==> src/rtl/blkfill_pkg.sv <==
package blkfill_pkg;
  // Columns per block-fill group; behaviour depends on this being 8.
  localparam int unsigned GROUP_COLS = 8;
  localparam int unsigned GROUP_BITS = $clog2(GROUP_COLS);
  localparam int unsigned LANE_W     = 8;
endpackage

==> src/rtl/blkfill_gap.sv <==
module blkfill_gap #(
  parameter int unsigned FILL_GAP = 3
) (
  input  logic clk,
  input  logic rst_n,
  input  logic req,
  output logic ok
);
  localparam int unsigned CW = (FILL_GAP < 2) ? 1 : $clog2(FILL_GAP);

  logic [CW-1:0] cnt_q, cnt_d;
  logic          cnt_en;

  assign ok = (cnt_q == '0);

  always_comb begin
    cnt_d  = cnt_q;
    cnt_en = 1'b0;
    if (req && ok) begin
      cnt_d  = CW'(FILL_GAP - 1);
      cnt_en = 1'b1;
    end else if (!ok) begin
      cnt_d  = cnt_q - 1'b1;
      cnt_en = 1'b1;
    end
  end

  always_ff @(posedge clk or negedge rst_n) begin
    if (!rst_n)      cnt_q <= '0;
    else if (cnt_en) cnt_q <= cnt_d;
  end

  generate
    if (FILL_GAP > 1) begin : g_gap_chk
      // an accepted fill closes the window for the next cycle
      a_r6_gap: assert property (@(posedge clk) disable iff (!rst_n)
        (req && ok) |=> !ok);
    end
  endgenerate
endmodule

==> src/rtl/blkfill_lanemask.sv <==
module blkfill_lanemask
  import blkfill_pkg::*;
#(
  parameter int unsigned DW    = 32,
  parameter int unsigned LANES = DW / LANE_W
) (
  input  logic                                  fill_mode,
  input  logic [GROUP_BITS-1:0]                 col_lo,
  input  logic [DW-1:0]                         dq,
  input  logic [LANES-1:0]                      byte_mask,
  output logic [GROUP_COLS-1:0][LANES-1:0]      en
);
  always_comb begin
    for (int c = 0; c < GROUP_COLS; c++) begin
      for (int k = 0; k < LANES; k++) begin
        if (fill_mode)
          en[c][k] = dq[k*LANE_W + c] & ~byte_mask[k];
        else
          en[c][k] = (col_lo == GROUP_BITS'(c)) & ~byte_mask[k];
      end
    end
  end
endmodule

==> src/rtl/blkfill_array.sv <==
module blkfill_array
  import blkfill_pkg::*;
#(
  parameter int unsigned COLS  = 64,
  parameter int unsigned DW    = 32,
  parameter int unsigned LANES = DW / LANE_W,
  parameter int unsigned AW    = $clog2(COLS),
  parameter int unsigned GW    = AW - GROUP_BITS
) (
  input  logic                             clk,
  input  logic                             rst_n,
  input  logic                             we,
  input  logic [GW-1:0]                    grp_sel,
  input  logic [GROUP_COLS-1:0][LANES-1:0] en,
  input  logic [DW-1:0]                    wdata,
  input  logic [AW-1:0]                    rd_addr,
  output logic [DW-1:0]                    rd_data
);
  logic [COLS-1:0][DW-1:0]    mem_q;
  logic [COLS-1:0][LANES-1:0] wen;

  always_comb begin
    for (int c = 0; c < COLS; c++) begin
      for (int k = 0; k < LANES; k++) begin
        wen[c][k] = we && (grp_sel == GW'(c / GROUP_COLS)) &&
                    en[c % GROUP_COLS][k];
      end
    end
  end

  always_ff @(posedge clk or negedge rst_n) begin
    if (!rst_n) begin
      mem_q <= '0;
    end else begin
      for (int c = 0; c < COLS; c++) begin
        for (int k = 0; k < LANES; k++) begin
          if (wen[c][k]) mem_q[c][k*LANE_W +: LANE_W] <= wdata[k*LANE_W +: LANE_W];
        end
      end
    end
  end

  always_ff @(posedge clk or negedge rst_n) begin
    if (!rst_n) rd_data <= '0;
    else        rd_data <= mem_q[rd_addr];
  end

  generate
    for (genvar c = 0; c < COLS; c++) begin : g_hold_chk
      // a column with no lane enabled keeps its contents
      a_r4_hold: assert property (@(posedge clk) disable iff (!rst_n)
        !(|wen[c]) |=> $stable(mem_q[c]));
    end
  endgenerate
endmodule

==> src/rtl/blkfill_mem.sv <==
module blkfill_mem
  import blkfill_pkg::*;
#(
  parameter int unsigned COLS     = 64,
  parameter int unsigned DW       = 32,
  parameter int unsigned FILL_GAP = 3,
  localparam int unsigned LANES   = DW / LANE_W,
  localparam int unsigned AW      = $clog2(COLS),
  localparam int unsigned GW      = AW - GROUP_BITS
) (
  input  logic             clk,
  input  logic             rst_n,
  input  logic             load_en,
  input  logic             wr_en,
  input  logic             fill_en,
  input  logic [AW-1:0]    col_addr,
  input  logic [DW-1:0]    dq,
  input  logic [LANES-1:0] byte_mask,
  input  logic [AW-1:0]    rd_addr,
  output logic [DW-1:0]    rd_data,
  output logic             fill_reject
);
  // reset: asynchronous assertion, synchronous release
  logic [1:0] rst_sync_q;
  logic       srst_n;

  always_ff @(posedge clk or negedge rst_n) begin
    if (!rst_n) rst_sync_q <= '0;
    else        rst_sync_q <= {rst_sync_q[0], 1'b1};
  end
  assign srst_n = rst_sync_q[1];

  // command decode, load wins over write
  logic wr_go, fill_req, fill_ok, fill_go, norm_go, we;

  assign wr_go    = wr_en & ~load_en;
  assign fill_req = wr_go & fill_en;
  assign norm_go  = wr_go & ~fill_en;
  assign fill_go  = fill_req & fill_ok;
  assign we       = norm_go | fill_go;

  blkfill_gap #(.FILL_GAP(FILL_GAP)) i_gap (
    .clk   (clk),
    .rst_n (srst_n),
    .req   (fill_req),
    .ok    (fill_ok)
  );

  // colour register
  logic [DW-1:0] colour_q, colour_d;

  always_comb begin
    colour_d = colour_q;
    if (load_en) colour_d = dq;
  end

  always_ff @(posedge clk or negedge srst_n) begin
    if (!srst_n)      colour_q <= '0;
    else if (load_en) colour_q <= colour_d;
  end

  // reject flag
  logic rej_d;
  assign rej_d = fill_req & ~fill_ok;

  always_ff @(posedge clk or negedge srst_n) begin
    if (!srst_n) fill_reject <= 1'b0;
    else         fill_reject <= rej_d;
  end

  // lane/column enables and storage
  logic [GROUP_COLS-1:0][LANES-1:0] en;

  blkfill_lanemask #(.DW(DW), .LANES(LANES)) i_mask (
    .fill_mode (fill_en),
    .col_lo    (col_addr[GROUP_BITS-1:0]),
    .dq        (dq),
    .byte_mask (byte_mask),
    .en        (en)
  );

  blkfill_array #(.COLS(COLS), .DW(DW), .LANES(LANES), .AW(AW), .GW(GW)) i_array (
    .clk     (clk),
    .rst_n   (srst_n),
    .we      (we),
    .grp_sel (col_addr[AW-1:GROUP_BITS]),
    .en      (en),
    .wdata   (fill_en ? colour_q : dq),
    .rd_addr (rd_addr),
    .rd_data (rd_data)
  );

  // a reject pulse always follows a block write command
  a_r7_reject_cause: assert property (@(posedge clk) disable iff (!srst_n)
    fill_reject |-> $past(wr_en && fill_en && !load_en));

  // the load captures the bus
  a_r8_load: assert property (@(posedge clk) disable iff (!srst_n)
    load_en |=> (colour_q == $past(dq)));

  // without a load the colour is kept
  a_r8_keep: assert property (@(posedge clk) disable iff (!srst_n)
    !load_en |=> $stable(colour_q));
endmodule

==> config.mk <==
export PLATFORM = sky130hd
export DESIGN_NAME = blkfill_mem
export DESIGN_NICKNAME = d
export VERILOG_FILES = /design/src/rtl/blkfill_pkg.sv /design/src/rtl/blkfill_gap.sv /design/src/rtl/blkfill_lanemask.sv /design/src/rtl/blkfill_array.sv /design/src/rtl/blkfill_mem.sv
export SDC_FILE = /design/constraint.sdc
export NUM_CORES = 2
export LEC_CHECK = 0
export BUFFER_PORTS_ARGS = -buffer_cell sky130_fd_sc_hd__buf_4
export CELL_PAD_IN_SITES_DETAIL_PLACEMENT = 1
export CELL_PAD_IN_SITES_GLOBAL_PLACEMENT = 1
export CORE_UTILIZATION = 25
export CTS_BUF_LIST = sky130_fd_sc_hd__clkbuf_8
export CTS_CLUSTER_DIAMETER = 50
export CTS_CLUSTER_SIZE = 40
export DETAILED_ROUTE_END_ITERATION = 10
export MAX_ROUTING_LAYER = met4
export PLACE_DENSITY = 0.52
export SETUP_SLACK_MARGIN = 0.2
export SLEW_MARGIN = 20
export SYNTH_ARGS = -nofsm -noshare
export SYNTH_HDL_FRONTEND = slang
export SYNTH_SLANG_ARGS = --single-unit
==> constraint.sdc <==
create_clock -name clk -period 189.9 [get_ports clk]
set_clock_uncertainty 0.2 [all_clocks]
set_input_delay 9.495 -clock clk [delete_from_list [all_inputs] [get_ports clk]]
set_output_delay 9.495 -clock clk [all_outputs]
set_load 0.05 [all_outputs]
Yosys cells after proc, flatten, opt, wreduce, memory -nomap -nowiden
Index checks and enable logic that the tools add are counted.
{"block": "classes", "bitwise": 77, "n_addsub": 1, "shifts": 0, "magnitude_cmp": 1, "eq_ne": 15, "div": 0, "reduce_logical": 269, "muxes": 39, "multipliers": 0}
{"cell": "1-bit logical AND", "count": 265}
{"cell": "32-bit binary-select mux with 6-bit select", "count": 1}
{"cell": "1-bit AND", "count": 69}
{"cell": "32-bit 2-to-1 mux", "count": 2}
{"cell": "1-bit 2-to-1 mux", "count": 34}
{"cell": "3-bit == test (second input constant)", "count": 8}
{"cell": "3-bit by 2-bit == test with 1-bit output (second input constant)", "count": 4}
{"cell": "6-bit by 7-bit < comparator with 1-bit output (second input constant)", "count": 1}
{"cell": "1-bit inverter", "count": 7}
{"cell": "3-bit by 1-bit == test with 1-bit output (second input constant)", "count": 2}
{"cell": "3-bit zero test", "count": 2}
{"cell": "2-bit 2-to-1 mux", "count": 2}
{"cell": "2-bit zero test", "count": 1}
{"cell": "2-bit by 1-bit != test with 1-bit output (second input constant)", "count": 1}
{"cell": "2-bit AND reduction", "count": 1}
{"cell": "2-bit by 1-bit subtractor with 2-bit output (second input constant)", "count": 1}
{"cell": "1-bit OR", "count": 1}
{"block": "word_totals", "n_memories": 0, "mem_bits_ro": 0, "mem_bits_rw": 0, "in_bits": 53, "latch_bits": 0, "regBits": 2117}

Depth between registers and ports, before layout
{"block": "depth", "word_depth": 7, "ltp_mapped": 11, "mapped_depth_nobuf": 7}

Modules after synthesis
From an unflattened synthesis, not the netlist that was laid out.
{"block": "unflattened", "cells_unflattened": 6085, "hier_area_um2": 95655.5}
{"mod": "blkfill_array", "seq_area_each_um2": 52049.9, "area_each_um2": 93211.9, "cells_per_inst": 5885, "instances": 1}
{"mod": "blkfill_mem", "seq_area_each_um2": 875.8, "area_each_um2": 1949.4, "cells_per_inst": 112, "instances": 1}
{"mod": "blkfill_lanemask", "seq_area_each_um2": 0.0, "area_each_um2": 390.4, "cells_per_inst": 80, "instances": 1}
{"mod": "blkfill_gap", "seq_area_each_um2": 50.0, "area_each_um2": 103.8, "cells_per_inst": 8, "instances": 1}

Worst setup path after synthesis
No wires, ideal clock.
{"block": "synth_path", "kind": "input to register", "startpoint": "input port rd_addr[0]", "endpoint": "register i_array.rd_data[10]", "stages": 8, "setup_time_ns": 0.121, "path_buffers": 4, "path_slack_ns": 178.377, "arrival_time_ns": 11.202, "cell_sequence": "buf_2 > buf_2 > buf_4 > buf_2 > mux4_2 > mux2i_1 > a21oi_1 > o22a_1"}
{"block": "synth_via", "elab_chain_len": 2}
{"element": "from (decl)", "line": "blkfill_mem.sv:19", "source": "input logic [AW-1:0] rd_addr,"}
{"element": "32-bit binary-select mux with 6-bit select", "line": "blkfill_array.sv:45", "source": "else rd_data <= mem_q[rd_addr];"}
{"element": "32-bit 2-to-1 mux (not written as such)", "line": "blkfill_array.sv:45"}
{"element": "to (signal assigned)", "line": "blkfill_array.sv:45"}
{"element": "to (decl)", "line": "blkfill_array.sv:17", "source": "output logic [DW-1:0] rd_data"}
Every way passes these cells. The select of a mux whose other input is x is not followed.
A chain may end at the register's enable or synchronous reset.

Worst setup path in the final report
{"block": "layout_path", "startpoint": "input port rd_addr[0]", "endpoint": "register i_array.rd_data[29]"}
Same word-level chain as after synthesis.

==> summary.txt <==
Clock network
  – # clock sinks: 2117
  – CTS tree: built
  – Hold_buf cts: 0
  – # H-tree levels: 4
  – Clock buffer count from CTS: 240
  – Clock Latency Late Sink: 1.06 ns
  – Clock Path Buffers: 4
  – Cts repair resizes: 0
  – CTS Root Cell: clkbuf_8
  – Clk slew on worst S/H paths: 0.09 ns
  – Post CTS Setup Buffer Count: 0

Routing
  – Top Metal Used: met4
  – DR DRC count: 0
  – Vias/cell: 4.90
  – Vias: 64178
  – WL/cell: 25.0 um
  – Metal-1 WL: 150000 um
  – TritonRoute pass-1 iters: 5
  – Final WL: 327000 um
  – Detail Route Antenna Nets: 0
  – Met3 WL post-DR: 13000 um
  – Met2 wire length: 154000 um
  – Initial drt markers: 4498

Synthesis
  – Simple-Gate Fraction of Synth Area: 11.0%
  – Mapped Cells: 8312
  – Post-synth top cells: nand2_1 (2228), dfrtp_1 (2117), o21ai_0 (1947)
  – Area leader, netlist: dfrtp_1
  – Synth Flop Type: dfrtp_1
  – Syn. warnings: 0
  – Largest family of logic cells by synthesized area: multiplexers
  – EDFF count, synth: 0
  – Post-Synth XOR/XNOR Area: 0%
  – Post-synthesis async set-or-reset flop share: 100%
  – Net Count, Synth: 8366
  – Post-synthesis mux area share: 14.3%
  – Synth area leaders: dfrtp_1 (58%), mux4_2 (13%), o21ai_0 (11%)
  – Yosys top cell area share: 57.8%
  – Cell variety after synth: 51
  – #FFs+latches synth: 2117
  – Synth Area per Inst: 11.0 um^2
  – Post-Synth Adder-Cell Area: 0.0136%
  – Synth Area in Compound Gates: 13.4%
  – Count leader, synth: nand2_1
  – Netlist Area Pre-Place: 91700 um^2
  – Sequential area share after synthesis: 57.8%

Layout
  – Final instance area: 102000 um^2
  – Area delta synth->final: 11.6%
  – Flip-flop and latch area: 53000 um^2
  – Share of cells above drive strength 1: 16.1%
  – Fin nets: 8122
  – Layout filler cell count: 40480
  – Final core occ: 28.0%
  – Area taken by multi-input logic gates: 36000 um^2

Outcome
  – Status: finished clean

Worst setup path
  – Crit path kind: input pin to flip-flop
  – Worst path arrival time: 13.44 ns
  – Worst path required time: 190.64 ns
  – CP Max Fanout: 86
  – Critical path endpoint category: flip-flop
  – Setup crit start kind: input pin

Global routing
  – Antenna violations before repair: 21
  – Total grt overflow: 0
  – Global-route wire length before repair: 486000 um
  – Pin count of the biggest net entering global routing: 170
  – Vias in the first global route: 67638
  – Total track usage: 18.2%

Power and ir drop
  – Final Power: 0.00101 W
  – Pwr/cell area: 9.84 nW/um^2
  – LEAKAGE: 43.5 nW
  – Worst vdd rail ir drop: 0.00586 mV

Die
  – # IOs: 86
  – Chip height: 608 um
  – Initial Utilization: 25.1%
  – Cell Rows: 222
  – Die X: 608 um
  – Die area: 369000 um^2
  – Core ar.: 365000 um^2

STA
  – Peak Freq: 78.7 MHz
  – Slew @ Worst Pin: 1.10 ns
  – Min Tclk post-route: 12.70 ns
  – Unrepaired setup endpoints after global routing: false
  – Fin. Hold Viols: 0
  – Ratio of final minimum period to clock period: 6.69%
  – # setup viols final: 0
  – Slew Viols, Final: 0
  – Fin Setup TNS: 0 ns
  – Max_slew headroom: 26.9%

Flow run
  – # Max-Cap Violations: 0

Placement
  – Placed cell area: 96800 um^2
  – Final HPWL DP: 209000 um
  – Input/output buffers: 85
  – Placer Congestion: 0.792

Min path
  – Hold Path Class: flip-flop to flip-flop
-- critical path, stage by stage --
cell	delay, ns
buf_8	0.43
buf_12	0.62
buf_4	0.89
nand3b_1	0.48
o221ai_1	0.65
a21oi_1	0.19
nor2_1	0.38
nor2_1	0.09
-- worst paths after layout --
kind / cells after the start / to / from / slack [ns]
max: 8 / i_array.rd_data[29] / rd_addr[0] / 177.20
min: 0 / rst_sync_q[1] / rst_sync_q[0] / 0.15
max reg2reg: 5 / i_array.mem_q[1960] / rst_sync_q[1] / 184.97
min reg2reg: 0 / rst_sync_q[1] / rst_sync_q[0] / 0.15
max in group asynchronous: 1 / rst_sync_q[1] / rst_n / 181.38
min in group asynchronous: 0 / i_array.mem_q[218] / rst_sync_q[1] / 0.18
-- state kept, by name, indices dropped and copies added (netlist names) --
signal and flops:
i_gap.cnt_q 2, i_array.rd_data 32, i_array.mem_q 2048, colour_q 32, rst_sync_q 2, fill_reject 1
-- cell families (layout without fill, tap and decap cells) --
kind of cell	after synthesis	in the layout
and+or+nand+nor	2491	2491
AOI/OAI and AO/OA	2334	2334
DFF	2117	2117
buffers and inverters	712	664
muxes	656	656
adders and majority gates	1	1
other	1	11
-- layout make-up --
| class | count | share of cell area [%] |
|---|---|---|
| sequential | 2117 | 51.8 |
| multi-input combinational | 5483 | 35.2 |
| tap | 4816 | 5.89 |
| clock buffer | 255 | 3.43 |
| clock inverter | 183 | 1.93 |
| timing repair buffer | 222 | 1.78 |
| antenna | 10 | 0.0244 |
| inverter | 4 | 0.0147 |
-- per-stage QoR --
stage | hold slack (ns) | setup WS (ns) | cells
2_1_floorplan | 0.131 | 126.32 | 8312
3_3_place_gp | 0.139 | 176.05 | 12639
3_5_place_dp | 0.141 | 176.05 | 12641
4_1_cts | 0.150 | 177.25 | 13079
5_1_grt | 0.147 | 176.98 | 13082
6_report | 0.151 | 177.20 | 13090
-- where the power goes --
group          leakage [nW]  total [W]  switching, W  internal [W]
clock network          2.79   0.000363      0.000199      0.000164
logic                  11.8   0.000126     0.0000808     0.0000454
registers              28.9   0.000519     0.0000251      0.000493
-- metal layers --
metal	GRT usage, %	vias up
met1	24.7	33797
met4	5.21	0
met5	-	-
li1	-	28713
met2	28.7	1163
met3	2.00	505
-- cell usage in the layout (no fill, tap or decap), drive strengths merged, types with 4 or more instances in the layout --
master	count
mux2i	91
o22ai	149
o21ai	2060
a22oi	4
mux4	518
inv	59
o22a	15
bufinv	22
nor3	24
dfrtp	2117
clkbuf	255
o211ai	9
nand2	2238
nor4	30
clkinv	81
nor2b	8
a21oi	60
or3b	4
nor2	27
mux2	47
buf	222
nand2b	14
nand3	92
o221ai	21
or4	32
clkinvlp	25
diode	10
nand3b	6
Power figures use the tool's default switching activity.
